### src/rtl/skip_pkg.sv
package skip_pkg;
  localparam int unsigned WORD_W  = 12;
  localparam int unsigned ADDR_W  = 15;
  localparam int unsigned N_COND  = 3;

  // instruction bit positions
  localparam int unsigned B_CLR   = 7;
  localparam int unsigned B_NEG   = 6;
  localparam int unsigned B_ZERO  = 5;
  localparam int unsigned B_LINK  = 4;
  localparam int unsigned B_REV   = 3;
  localparam int unsigned B_ORSW  = 2;
  localparam int unsigned B_HALT  = 1;
  localparam int unsigned B_GRP   = 0;

  localparam int unsigned C_NEG   = 0;
  localparam int unsigned C_ZERO  = 1;
  localparam int unsigned C_LINK  = 2;

  typedef struct packed {
    logic              clr;
    logic [N_COND-1:0] sel;
    logic              rev;
    logic              orsw;
    logic              halt;
  } micro_t;
endpackage

### src/rtl/opr2_decode.sv
module opr2_decode
  import skip_pkg::*;
#(
  parameter int unsigned W = WORD_W
) (
  input  logic [W-1:0] instr_i,
  output logic         is_grp2_o,
  output micro_t       micro_o
);
  localparam int unsigned TOP_W = 4;
  localparam logic [TOP_W-1:0] TOP_CODE = '1;

  assign is_grp2_o = (instr_i[W-1 -: TOP_W] == TOP_CODE) && !instr_i[B_GRP];

  always_comb begin
    micro_o              = '0;
    micro_o.clr          = instr_i[B_CLR];
    micro_o.sel[C_NEG]   = instr_i[B_NEG];
    micro_o.sel[C_ZERO]  = instr_i[B_ZERO];
    micro_o.sel[C_LINK]  = instr_i[B_LINK];
    micro_o.rev          = instr_i[B_REV];
    micro_o.orsw         = instr_i[B_ORSW];
    micro_o.halt         = instr_i[B_HALT];
  end
endmodule

### src/rtl/skip_cond.sv
module skip_cond
  import skip_pkg::*;
#(
  parameter int unsigned W = WORD_W
) (
  input  logic [N_COND-1:0] sel_i,
  input  logic              rev_i,
  input  logic [W-1:0]      acc_i,
  input  logic              link_i,
  output logic              skip_o
);
  logic [N_COND-1:0] cond;
  logic [N_COND-1:0] hit;

  assign cond[C_NEG]  = acc_i[W-1];
  assign cond[C_ZERO] = (acc_i == '0);
  assign cond[C_LINK] = link_i;

  for (genvar g = 0; g < N_COND; g++) begin : g_hit
    assign hit[g] = sel_i[g] & cond[g];
  end

  // reversed sense: no selected test may hold; empty set skips
  assign skip_o = rev_i ? ~|hit : |hit;
endmodule

### src/rtl/acc_update.sv
module acc_update #(
  parameter int unsigned W = skip_pkg::WORD_W
) (
  input  logic         clr_i,
  input  logic         orsw_i,
  input  logic [W-1:0] acc_i,
  input  logic [W-1:0] sr_i,
  output logic [W-1:0] acc_o,
  output logic         we_o
);
  logic [W-1:0] cleared;

  assign cleared = clr_i ? '0 : acc_i;
  assign acc_o   = cleared | (orsw_i ? sr_i : '0);
  assign we_o    = clr_i | orsw_i;
endmodule

### src/rtl/pc_advance.sv
module pc_advance #(
  parameter int unsigned AW = skip_pkg::ADDR_W,
  parameter int unsigned LW = skip_pkg::WORD_W
) (
  input  logic [AW-1:0] pc_i,
  input  logic          skip_i,
  output logic [AW-1:0] next_pc_o
);
  localparam int unsigned FW = AW - LW;
  logic [LW-1:0] low;

  assign low       = pc_i[LW-1:0] + LW'(1) + LW'(skip_i);
  assign next_pc_o = {pc_i[AW-1 -: FW], low};
endmodule

### src/rtl/skip_eval.sv
module skip_eval
  import skip_pkg::*;
#(
  parameter int unsigned W  = WORD_W,
  parameter int unsigned AW = ADDR_W
) (
  input  logic          clk_i,
  input  logic          rst_ni,
  input  logic          valid_i,
  input  logic [W-1:0]  instr_i,
  input  logic [W-1:0]  acc_i,
  input  logic          link_i,
  input  logic [W-1:0]  sr_i,
  input  logic [AW-1:0] pc_i,
  output logic          valid_o,
  output logic [AW-1:0] next_pc_o,
  output logic [W-1:0]  acc_o,
  output logic          acc_we_o,
  output logic          halt_o
);
  logic          is_grp2;
  micro_t        micro;
  logic          skip_raw, skip;
  logic [W-1:0]  acc_new;
  logic          we_raw;
  logic [AW-1:0] pc_new;

  opr2_decode #(.W(W)) u_dec (
    .instr_i  (instr_i),
    .is_grp2_o(is_grp2),
    .micro_o  (micro)
  );

  skip_cond #(.W(W)) u_cond (
    .sel_i (micro.sel),
    .rev_i (micro.rev),
    .acc_i (acc_i),
    .link_i(link_i),
    .skip_o(skip_raw)
  );

  acc_update #(.W(W)) u_acc (
    .clr_i (micro.clr & is_grp2),
    .orsw_i(micro.orsw & is_grp2),
    .acc_i (acc_i),
    .sr_i  (sr_i),
    .acc_o (acc_new),
    .we_o  (we_raw)
  );

  assign skip = skip_raw & is_grp2;

  pc_advance #(.AW(AW), .LW(W)) u_pc (
    .pc_i     (pc_i),
    .skip_i   (skip),
    .next_pc_o(pc_new)
  );

  always_ff @(posedge clk_i or negedge rst_ni) begin
    if (!rst_ni) begin
      valid_o   <= 1'b0;
      acc_we_o  <= 1'b0;
      halt_o    <= 1'b0;
      next_pc_o <= '0;
      acc_o     <= '0;
    end else begin
      valid_o  <= valid_i;
      acc_we_o <= valid_i & we_raw;
      halt_o   <= valid_i & is_grp2 & micro.halt;
      if (valid_i) begin
        next_pc_o <= pc_new;
        acc_o     <= acc_new;
      end
    end
  end
endmodule

### config.mk
export PLATFORM = sky130hd
export DESIGN_NAME = skip_eval
export DESIGN_NICKNAME = d
export VERILOG_FILES = /design/src/rtl/skip_pkg.sv /design/src/rtl/opr2_decode.sv /design/src/rtl/skip_cond.sv /design/src/rtl/acc_update.sv /design/src/rtl/pc_advance.sv /design/src/rtl/skip_eval.sv
export SDC_FILE = /design/constraint.sdc
export NUM_CORES = 1
export LEC_CHECK = 0
export CORE_MARGIN = 2
export CORE_UTILIZATION = 38
export CTS_CLUSTER_SIZE = 20
export DETAILED_ROUTE_END_ITERATION = 8
export PLACE_DENSITY = 0.85
export SKIP_LAST_GASP = 1
export SLEW_MARGIN = 0
export SYNTH_ARGS = -nofsm -noshare
export SYNTH_HDL_FRONTEND = slang
export SYNTH_SLANG_ARGS = --single-unit
### constraint.sdc
create_clock -name clk_i -period 0.9 [get_ports clk_i]
set_input_delay 0.18 -clock clk_i [delete_from_list [all_inputs] [get_ports clk_i]]
set_output_delay 0.18 -clock clk_i [all_outputs]
set_load 0.02 [all_outputs]
==> results of run 1 <==
[tightest hold or removal path: stages]
cell and delay, ns:
buf_6 0.08, a22oi_2 0.08, a21oi_2 0.11
[metrics by stage]
stage | std cells | instance area [um2] | TNS [ns] | power (W) | setup WS [ns]
6_report | 329 | 3080 | -13.31 | 0.00421 | -0.971
5_1_grt | 329 | 3080 | -14.53 | 0.00437 | -1.01
4_1_cts | 323 | 2940 | -10.44 | 0.00409 | -0.714
3_5_place_dp | 307 | 2700 | -32.37 | 0.00270 | -1.48
3_3_place_gp | 307 | 2700 | -31.08 | 0.00268 | -1.39
2_1_floorplan | 147 | 1580 | -8.73 | 0.00196 | -0.747
[kinds of logic after synthesis]
logic type,after synthesis,share of synthesized area (%)
AO/OA/AOI/OAI,37,15.3
XOR/XNOR,10,6.00
adder cells (fa/ha/maj),2,1.71
buffers and inverters,14,4.46
flip-flops,30,51.4
multiplexers,5,3.77
AND/OR/NAND/NOR,49,17.4
[layout by cell type, fill, tap and decap left out, types with 4 or more instances in the layout]
cell              n
a21oi_1          18
a21oi_2           5
a22oi_2          13
buf_2             7
buf_4            45
buf_6            41
clkbuf_8          8
clkdlybuf4s15_1   5
clkdlybuf4s50_1  30
dfrtp_1          30
dlygate4sd2_1     4
nor2_1           21
xor2_1            4
[metal layers]
| layer | routed length (um) | share of wire (%) | GRT usage (%) | up-vias |
|---|---|---|---|---|
| met5 | 0 | 0 | 0 | - |
| met4 | 290 | 4.9 | 10.2 | 0 |
| met3 | 357 | 6.1 | 4.43 | 23 |
| met2 | 3020 | 51 | 44.9 | 82 |
| met1 | 2210 | 38 | 30.3 | 845 |
| li1 | - | - | - | 789 |
[worst paths after layout]
kind,start,to,cells past startpoint
hold reg to reg,next_pc_o[12]$_DFFE_PN0P_,next_pc_o[12]$_DFFE_PN0P_,1
min in group asynchronous,rst_ni,acc_o[7]$_DFFE_PN0P_,2
setup reg to reg,next_pc_o[3]$_DFFE_PN0P_,next_pc_o[3]$_DFFE_PN0P_,4
hold / removal,acc_i[0],acc_o[0]$_DFFE_PN0P_,3
setup / recovery,instr_i[5],next_pc_o[11]$_DFFE_PN0P_,10
max in group asynchronous,rst_ni,next_pc_o[12]$_DFFE_PN0P_,2
[registers in the layout, summed over array words and instances (netlist names)]
| name | count |
|---|---|
| next_pc_o | 15 |
| acc_we_o | 1 |
| halt_o | 1 |
| acc_o | 12 |
| valid_o | 1 |
[power breakdown]
part           internal [W]  total, W  leakage (nW)  switching (W)
sequential          0.00147   0.00157         0.343      0.0000936
combinational      0.000767   0.00135         0.975       0.000583
clock              0.000771   0.00129        0.0575       0.000522
[area by class of cell]
cell class | count | area, um2
repair buffers | 133 | 1240
multi-input cells | 105 | 898
flip-flops and latches | 30 | 751
fillers | 203 | 611
clock buffers | 8 | 110
well taps | 48 | 60.1
inverters | 5 | 18.8
[repair_timing]
action | 4_1_cts | 5_1_grt
hold endpoints to repair | 0 | 0
gates resized for setup | 269 | 22
endpoints found under the setup margin | 56 | 49
pin swaps | 35 | 22
buffers inserted | 6 | 7
gates cloned | 2 | 0
==> metrics.md, run 1 <==
| Metric | Value |
|---|---|
| DR iter-0 viols | `103` |
| Failing checks | `setup timing` |
| CP peak stage delay | `0.26 ns` |
| First-pass GRT wire length | `8090 um` |
| Post-Syn Instances | `147` |
| Post-synth cell types | `27` |
| Arr. time, crit path | `2.04 ns` |
| Routed WL | `approximately 6000 um` |
| Slew Limit Fails | `0` |
| Worst Hold Class | `primary input to flip-flop` |
| Status | `finished, violations left` |
| Mean Syn Cell Area | `between 9 and 10 um2` |
| CP endpoint kind | `flip-flop` |
| Min cycle time layout | `1.87 ns` |
| FF+latch count, synth | `30` |
| Slew HR | `a little over 80%` |
| Synth async-reset ratio | `100%` |
| Max cap viols | `0` |
| Buffers on Ports | `84` |
| CTS tree | `yes` |
| Detailed Place HPWL | `3320 um` |
| Fin crit share | `208%` |
| Synth area leaders | `dfrtp_1 (51%), a21oi_1 (7.9%), a22oi_1 (6.7%)` |
| # diodes | `0` |
| DRT antenna net count | `0` |
| Hold slack | `0.204 ns` |
| Layout cells sized above 1 | `a little over half` |
| Startpoint types | `primary input` |
| Vias in the first global route | `1,655` |
| Clk root buf | `clkbuf_8` |
| Syn Std Cell Area | `1460 um2` |
| IO Count | `85` |
| YS warnings | `0` |
| GRT overflow | `0` |
| Buf/Inv on CP | `1` |
| Die height | `66.0 um` |
| CTS H-tree depth | `2` |
| Slew @ Worst Pin | `0.283 ns` |
| Clock-pin slew on the worst setup and hold paths | `0.06 ns` |
| Pre-antenna DRT Iters | `4` |
| EDFF count, synth | `0` |
| Total GRT Usage | `around a quarter` |
| Clock sinks | `30` |
| Count leader, synth | `dfrtp_1` |
| Synth cell count leaders | `dfrtp_1 (30), nor2_1 (24), a21oi_1 (23)` |
| Leak pwr | `1.38 nW` |
| Finish-stage setup viols | `45` |
| Sequential share of the synthesized area | `51.4%` |
| Util after Layout | `a little over four fifths` |
| Critical setup path kind | `primary input to flip-flop` |
| Endpoints failing hold | `0` |
| Peak VDD IR | `960 uV` |
| Setup ws final | `-0.971 ns` |
| Remaining routing DRC violations | `0` |
| Cell at the slowest stage of the critical path | `nor4b_4` |
| Leading area contributor after synthesis | `dfrtp_1` |
| Die area | `4350 um2` |
| CP Max Fanout | `5` |
| RePlAce Congestion | `0.845` |
| Worst path required time | `around 1.1 ns` |
| Top cell type's share of synthesized area | `51.4%` |
| Nets@finish | `337` |
| Ys flop type | `dfrtp_1` |
| Initial antenna violation count | `0` |
| Synthesis-to-finish area growth | `111%` |
| RSZ-0062 raised after global routing | `yes` |
| Cts hold-fix bufs | `0` |
| Avg WL per Cell | `around 18 um` |
| Largest net degree at the start of global routing | `31` |
| PD cells | `1370 nW/um2` |
| Via/cell ratio | `5.29` |
| Die width | `66.0 um` |
| Fmax | `~0.53 GHz` |
| CP cell instances | `clkdlybuf4s15_1 > nor4b_4 > nand4_1 > a21oi_1 > nand3b_1 > ha_2 > and3b_2 > nand4_1 > xor2_1 > a21oi_1` |
| Worst skew pair latency | `0.29 ns` |
| CP top delay family | `simple AND/OR/NAND/NOR gates` |
| R2r setup slk | `-0.04 ns` |
| Vias post-DR | `1,739` |
| Syn Nets | `approximately 200` |
| CTS Buffer Depth | `2` |
| Starting Density | `39.6%` |
| Clock Skews | `0 ns` |
| Core area | `3690 um2` |
| Num CTS Buffers | `5` |
| Row cnt | `22` |
Power figures use the tool's default switching activity.
==> run 2, diff against run 1 <==
--- a/config.mk
+++ b/config.mk
@@ -5,11 +5,12 @@
 export SDC_FILE = /design/constraint.sdc
 export NUM_CORES = 1
 export LEC_CHECK = 0
+export ABC_AREA = 1
 export CORE_MARGIN = 2
-export CORE_UTILIZATION = 38
+export CORE_UTILIZATION = 40
 export CTS_CLUSTER_SIZE = 20
 export DETAILED_ROUTE_END_ITERATION = 8
-export PLACE_DENSITY = 0.85
+export PLACE_DENSITY = 0.84
 export SKIP_LAST_GASP = 1
 export SLEW_MARGIN = 0
 export SYNTH_ARGS = -nofsm -noshare
==> run 2 against run 1 <==
  * Via count rose by 22%
  * Synthesized cell count rose by 58%
  * Core utilization fell by 1.6 points
  * Highest routed layer unchanged
  * Clock skew did not move
  * Non-clock buffer count rose by 1
  * Largest cell class unchanged
  * Sequential share of layout area fell by 1.6 points
  * The run still ends with setup timing left
  * Fmax rose by 15%
==> metrics.md, run 2 <==
| Metric | Value |
|---|---|
| Min cycle time layout | `1.63 ns (-0.239 ns)` |
| Clock sinks | `30 (unchanged)` |
| Clk root buf | `clkbuf_8` |
| Status | `finished, violations left` |
| Die area | `4730 um2 (+8.6%)` |
| Largest net degree at the start of global routing | `31 (unchanged)` |
| Top flop regs | `next_pc_o x15, acc_o x12` |
| Sequential share of the synthesized area | `44.7% (-6.7 points)` |
| Detailed Place HPWL | `3820 um (+15%)` |
| # diodes | `0 (unchanged)` |
| Leading area contributor after synthesis | `dfrtp_1` |
| Starting Density | `41.6% (+2.1 points)` |
| Layout cells sized above 1 | `39.3% (-14 points)` |
| DR iter-0 viols | `125 (+21%)` |
| Arr. time, crit path | `1.86 ns (-0.18 ns)` |
| Cts hold-fix bufs | `0 (unchanged)` |
| Peak VDD IR | `1000 uV (+4.4%)` |
| DRT antenna net count | `0 (unchanged)` |
| Pre-antenna DRT Iters | `4 (unchanged)` |
| Slew @ Worst Pin | `0.336 ns (+0.0539 ns)` |
| Most common cell after layout, fill and taps aside | `nand2_1` |
| Endpoints failing hold | `0 (unchanged)` |
| FF+latch count, synth | `30 (unchanged)` |
| EDFF count, synth | `0 (unchanged)` |
| Leak pwr | `1.69 nW (+23%)` |
| IO Count | `85 (unchanged)` |
| First-pass GRT wire length | `8990 um (+11%)` |
| Post-Syn Instances | `232 (+58%)` |
| Setup ws final | `-0.732 ns (+0.239 ns)` |
| Nets@finish | `422 (+25%)` |
| Mean Syn Cell Area | `7.23 um2 (-27%)` |
| PD cells | `1230 nW/um2 (-9.9%)` |
| Vias post-DR | `2,129 (+22%)` |
| Dpl cell area | `2830 um2 (+4.9%)` |
| DP Worst Slack | `-1.30 ns (+0.180 ns)` |
| Most Crowded Layer GR | `met2` |
| CP Max Fanout | `5 (unchanged)` |
| Met3 Use GR | `5.84% (+1.4 points)` |
| Ys flop type | `dfrtp_1` |
| Synth cell count leaders | `nand2_1 (119), dfrtp_1 (30), inv_1 (14), nand4_1 (14), nand3_1 (13)` |
| CTS tree | `yes` |
| Met2 usage | `45.1% (+0.12 points)` |
| Met1 Track Usage GR | `29.6% (-0.71 points)` |
| Startpoint types | `primary input` |
| Finish-stage setup viols | `45 (unchanged)` |
| Synth area leaders | `dfrtp_1 (45%), nand2_1 (27%), nand4_1 (5.2%)` |
| RSZ-0062 raised after global routing | `yes` |
| Die height | `68.8 um (+4.2%)` |
| Via/cell ratio | `5.12 (-3.2%)` |
| Core area | `4030 um2 (+9.2%)` |
| Clock Skews | `0 ns (unchanged)` |
| Total GRT Usage | `26.0% (+0.60 points)` |
| Row cnt | `23 (+4.5%)` |
| Syn Std Cell Area | `1680 um2 (+15%)` |
| Top cell type's share of synthesized area | `44.7% (-6.7 points)` |
| CP endpoint kind | `flip-flop` |
| Initial antenna violation count | `0 (unchanged)` |
| Die width | `68.8 um (+4.2%)` |
| Synth async-reset ratio | `100% (unchanged)` |
| Synthesis-to-finish area growth | `96.5%` |
| Worst path required time | `1.13 ns (+0.06 ns)` |
| Count leader, synth | `nand2_1` |
| GRT overflow | `0 (unchanged)` |
| Avg WL per Cell | `15.6 um (-13%)` |
| Post-synth cell types | `20 (-26%)` |
| Failing checks | `setup timing` |
| Buffers on Ports | `84 (unchanged)` |
| Fin crit share | `181% (-27 points)` |
| Fmax | `0.613 GHz (+15%)` |
| Remaining routing DRC violations | `0 (unchanged)` |
| Fin area | `3300 um2 (+7.1%)` |
| Most frequent cells in the layout | `nand2_1 (110), buf_4 (40), buf_6 (39), dfrtp_1 (30), clkdlybuf4s50_1 (29)` |
| CTS H-tree depth | `2 (unchanged)` |
| Slew Limit Fails | `0 (unchanged)` |
| CTS Buffer Depth | `2 (unchanged)` |
| RePlAce Congestion | `0.897 (+6.1%)` |
| Max cap viols | `0 (unchanged)` |
| Reg with most FFs | `next_pc_o` |
| Worst Hold Class | `primary input to flip-flop` |
| Num CTS Buffers | `5 (unchanged)` |
| Vias in the first global route | `1,981 (+20%)` |
| Clock-pin slew on the worst setup and hold paths | `0.07 ns (about the same)` |
| Worst skew pair latency | `0.28 ns (about the same)` |
| Routed WL | `6500 um (+11%)` |
| Slew HR | `77.5% (-3.7 points)` |
| Critical setup path kind | `primary input to flip-flop` |
| Max reg flops | `15 (unchanged)` |
| YS warnings | `0 (unchanged)` |
| Syn Nets | `289 (+42%)` |
-- run 2: cell types whose count changed in the layout (fill, tap and decap cells not counted), sizes merged, moves of 9 or more --
| cell | before | now |
|---|---|---|
| nand4 | 2 | 14 |
| a22oi | 13 | 0 |
| inv | 5 | 15 |
| nand3 | 8 | 17 |
| a21oi | 23 | 1 |
| nor2 | 24 | 14 |
| nand2 | 2 | 120 |
-- run 2: final timing paths --
path                            slack, ns                       end  cells after the start                   from
worst min-delay path                 0.19      acc_o[3]$_DFFE_PN0P_                      5               acc_i[3]
worst min register to register       0.50      acc_o[1]$_DFFE_PN0P_                      2   acc_o[1]$_DFFE_PN0P_
max in group asynchronous            0.47      acc_o[0]$_DFFE_PN0P_                      2                 rst_ni
min in group asynchronous            0.24  next_pc_o[3]$_DFFE_PN0P_                      2                 rst_ni
worst max-delay path                -0.73  next_pc_o[6]$_DFFE_PN0P_                     15               acc_i[8]
worst max register to register      -0.07     acc_o[10]$_DFFE_PN0P_                      5  acc_o[10]$_DFFE_PN0P_
-- run 2: logic make-up (layout without fill, tap and decap cells) --
family | after synthesis | after routing | share of synthesized area (%)
buffers and inverters | 24 | 157 | 6.94
AND/OR/NAND/NOR | 167 | 168 | 43.5
adder cells (fa/ha/maj) | 2 | 2 | 1.49
XOR/XNOR | 3 | 3 | 1.57
flip-flops | 30 | 30 | 44.7
AO/OA/AOI/OAI | 6 | 6 | 1.79
-- run 2: repair_timing --
| action | CTS | global route |
|---|---|---|
| endpoints found under the hold margin | 0 | 0 |
| setup buffers | 8 | 11 |
| pin swaps | 29 | 39 |
| gates cloned | 1 | 2 |
| endpoints found under the setup margin | 59 | 56 |
| resized for setup | 263 | 42 |
-- run 2: cell type report --
type / count / area, um2
clock inverter: 2 / 12.5
tap: 50 / 62.6
fill: 243 / 732
timing repair buffer: 134 / 1340
inverter: 15 / 58.8
clock buffer: 6 / 82.6
sequential: 30 / 751
multi-input combinational: 179 / 986
-- run 2: critical path: stages --
cell     delay (ns)
buf_2          0.11
nor2_2         0.13
nand2_1        0.09
nor2_2         0.10
nand2_2        0.07
nand3_2        0.07
nand3_2        0.10
ha_4           0.18
inv_4          0.07
ha_4           0.14
nand3_4        0.08
nor2_4         0.20
xor2_1         0.19
nand2_1        0.08
nand2_1        0.07
-- run 2: per-layer routing --
| layer | share of wire, % | wire (um) |
|---|---|---|
| met1 | 37 | 2440 |
| met2 | 53 | 3420 |
| met3 | 5.6 | 366 |
| met4 | 4.2 | 275 |
| met5 | 0 | 0 |
-- run 2: report_power, final --
group / switching (W) / total (W) / internal (W)
clock: 0.000515 / 0.00113 / 0.000613
sequential: 0.0000878 / 0.00156 / 0.00147
combinational: 0.000632 / 0.00138 / 0.000746
-- run 2: per-stage QoR --
step	utilization [%]	setup TNS, ns	cells	total power [W]	hold WS, ns
detailed placement	70.2	-31.96	387	0.00271	0.464
global route	81.8	-12.12	416	0.00426	0.209
finish	81.8	-9.80	416	0.00406	0.191
floorplan	-	-6.55	232	0.00197	-0.116
CTS	76.1	-9.47	404	0.00392	0.205
global placement	70.2	-30.51	387	0.00269	0.459
==> run 3, diff against run 2 <==
--- a/config.mk
+++ b/config.mk
@@ -10,7 +10,7 @@
 export CORE_UTILIZATION = 40
 export CTS_CLUSTER_SIZE = 20
 export DETAILED_ROUTE_END_ITERATION = 8
-export PLACE_DENSITY = 0.84
+export PLACE_DENSITY = 0.79
 export SKIP_LAST_GASP = 1
 export SLEW_MARGIN = 0
 export SYNTH_ARGS = -nofsm -noshare
==> run 3 against run 2 <==
  * The flow still finishes with violations (setup timing)
  * Clock skew unchanged
  * Clock power decreased by 5%
  * Global-route usage decreased by 1.5 points
  * Sequential share of layout area about the same
  * Largest power group unchanged
  * Highest routed layer unchanged
==> metrics.md, run 3 (same netlist as run 2, synthesis figures left out) <==
| Metric | Value |
|---|---|
| Status | `finished, violations left` |
| Failing checks | `setup timing` |
| Detailed Place HPWL | `3810 um (-0.45%)` |
| CP top delay family | `simple AND/OR/NAND/NOR gates` |
| Buf/Inv on CP | `2 (unchanged)` |
| Internal | `0.00280 W (-0.90%)` |
| Max cap viols | `0 (unchanged)` |
| CTS Buffer Depth | `2 (unchanged)` |
| Slew Limit Fails | `0 (unchanged)` |
| Setup ws final | `-0.724 ns (+0.00821 ns)` |
| CP peak stage delay | `0.25 ns (+0.05 ns)` |
| DR iter-0 viols | `193 (+54%)` |
| Finish-stage setup viols | `54 (+20%)` |
| Vias post-DR | `2,150 (+0.99%)` |
| Psw | `0.00120 W (-3.0%)` |
| GRT overflow | `0 (unchanged)` |
| Die height | `68.8 um (unchanged)` |
| Total power | `0.00400 W (-1.5%)` |
| Endpoints failing hold | `0 (unchanged)` |
| Clk pwr share | `26.8% (-1.0 points)` |
| Worst path required time | `1.08 ns (-0.05 ns)` |
| Clock Skews | `0 ns (unchanged)` |
| RePlAce Congestion | `0.892 (-0.62%)` |
| Largest net degree at the start of global routing | `31 (unchanged)` |
| Worst skew pair latency | `0.29 ns (about the same)` |
| Leak pwr | `1.70 nW (+0.88%)` |
| Clock sinks | `30 (unchanged)` |
| Clock-pin slew on the worst setup and hold paths | `0.06 ns (about the same)` |
| Avg WL per Cell | `15.1 um (-3.7%)` |
| Layout cells sized above 1 | `38.4% (-0.97 points)` |
| Die width | `68.8 um (unchanged)` |
| Combinational power share | `34.2% (+0.3 points)` |
| Reg with most FFs | `next_pc_o` |
| Initial antenna violation count | `0 (unchanged)` |
| Fin crit share | `180% (-0.91 points)` |
| Routed WL | `6320 um (-2.8%)` |
| Cts hold-fix bufs | `0 (unchanged)` |
| Min cycle time layout | `1.62 ns (-0.00821 ns)` |
| Total GRT Usage | `24.5% (-1.5 points)` |
| Clk root buf | `clkbuf_8` |
| Cell at the slowest stage of the critical path | `nor2_4` |
| Critical setup path kind | `primary input to flip-flop` |
| Nets@finish | `428 (+1.4%)` |
| Via/cell ratio | `5.12 (about the same)` |
| Core area | `4030 um2 (unchanged)` |
| Die area | `4730 um2 (unchanged)` |
| Max reg flops | `15 (unchanged)` |
| Most common cell after layout, fill and taps aside | `nand2_1` |
| # diodes | `0 (unchanged)` |
| Startpoint types | `primary input` |
| Buffers on Ports | `84 (unchanged)` |
| First-pass GRT wire length | `8580 um (-4.5%)` |
| Remaining routing DRC violations | `0 (unchanged)` |
| Row cnt | `23 (unchanged)` |
| RSZ-0062 raised after global routing | `yes` |
| Arr. time, crit path | `1.80 ns (-0.06 ns)` |
| IO Count | `85 (unchanged)` |
| Fmax | `0.616 GHz (+0.51%)` |
| CP cell instances | `buf_6 > nor2_4 > nand2_2 > nor2_2 > nand2_4 > nand3_4 > nand3_4 > ha_4 > inv_4 > nand2_1 > nor2_4 > nand4_1 > nand3_1 > nand2_1` |
| Slew @ Worst Pin | `0.301 ns (-0.0350 ns)` |
| DRT antenna net count | `0 (unchanged)` |
| CTS tree | `yes` |
| Sw Share | `29.9% (-0.46 points)` |
| Starting Density | `41.6% (unchanged)` |
| Slew HR | `79.9% (+2.4 points)` |
| CP Max Fanout | `8 (+3)` |
| Most frequent cells in the layout | `nand2_1 (112), buf_4 (46), buf_6 (42), dfrtp_1 (30), clkdlybuf4s50_1 (30)` |
| Vias in the first global route | `1,919 (-3.1%)` |
| PD cells | `1210 nW/um2 (-1.6%)` |
| CP endpoint kind | `flip-flop` |
| CTS H-tree depth | `2 (unchanged)` |
| Peak VDD IR | `940 uV (-6.2%)` |
| Pre-antenna DRT Iters | `5 (+1)` |
| Worst Hold Class | `primary input to flip-flop` |
| Num CTS Buffers | `5 (unchanged)` |
| Sequential Power Share | `39.0% (+0.7 points)` |
| DP Worst Slack | `-1.36 ns (-0.0543 ns)` |
| Top flop regs | `next_pc_o x15, acc_o x12` |
| Synthesis-to-finish area growth | `96.6% (about the same)` |
==> run 3: layout make-up <==
| cell class | count | area, um2 |
|---|---|---|
| repair buffers | 140 | 1360 |
| inverters | 15 | 58.8 |
| fillers | 234 | 731 |
| well taps | 50 | 62.6 |
| multi-input cells | 179 | 982 |
| clock buffers | 6 | 82.6 |
| flip-flops and latches | 30 | 751 |
==> run 3: through the flow <==
step | instance area [um2] | cells | setup TNS (ns) | utilization, % | hold WS (ns)
floorplan | 1710 | 232 | -6.55 | - | -0.116
global placement | 2840 | 390 | -30.43 | 70.5 | 0.458
detailed placement | 2840 | 390 | -31.89 | 70.5 | 0.463
CTS | 3070 | 409 | -8.74 | 76.2 | 0.168
global route | 3300 | 420 | -13.33 | 81.9 | 0.252
finish | 3300 | 420 | -11.14 | 81.9 | 0.183
==> run 3: power by group through the flow <==
stage	clock network, W	registers (W)	logic [W]
after floorplan	0	0.00170	0.000274
after global placement	0	0.00155	0.00113
after detailed placement	0	0.00156	0.00115
after CTS	0.00107	0.00156	0.00123
after global routing	0.00113	0.00157	0.00147
final	0.00107	0.00156	0.00137
==> run 3: layer usage <==
layer	up-vias	GRT usage (%)	part of all wire, %
met1	1020	28.3	39
met4	0	13.2	4.4
met3	27	4.22	5.3
li1	1017	-	-
met5	-	0	0
met2	86	42.8	52
==> run 3: worst paths after layout <==
check | startpoint | end | slack (ns) | cells past startpoint
min in group asynchronous | rst_ni | next_pc_o[4]$_DFFE_PN0P_ | 0.25 | 2
setup / recovery | acc_i[9] | next_pc_o[11]$_DFFE_PN0P_ | -0.72 | 14
setup reg to reg | next_pc_o[0]$_DFFE_PN0P_ | next_pc_o[0]$_DFFE_PN0P_ | 0.02 | 4
hold reg to reg | acc_o[0]$_DFFE_PN0P_ | acc_o[0]$_DFFE_PN0P_ | 0.50 | 2
max in group asynchronous | rst_ni | acc_o[3]$_DFFE_PN0P_ | 0.48 | 2
hold / removal | acc_i[0] | acc_o[0]$_DFFE_PN0P_ | 0.18 | 5
==> run 3: timing repair <==
action / in CTS / in global routing
setup endpoints to repair: 57 / 55
gates resized for setup: 260 / 39
pin swaps: 31 / 32
buffers inserted: 12 / 10
gates cloned: 1 / 1
==> run 3: worst register-to-register path: cells and delay by family (launching register included) <==
| family | cells | cell delay, ns |
|---|---|---|
| AO/OA/AOI/OAI | 1 | 0.06 |
| buffers and inverters | 2 | 0.26 |
| flip-flops | 1 | 0.39 |
| AND/OR/NAND/NOR | 1 | 0.06 |
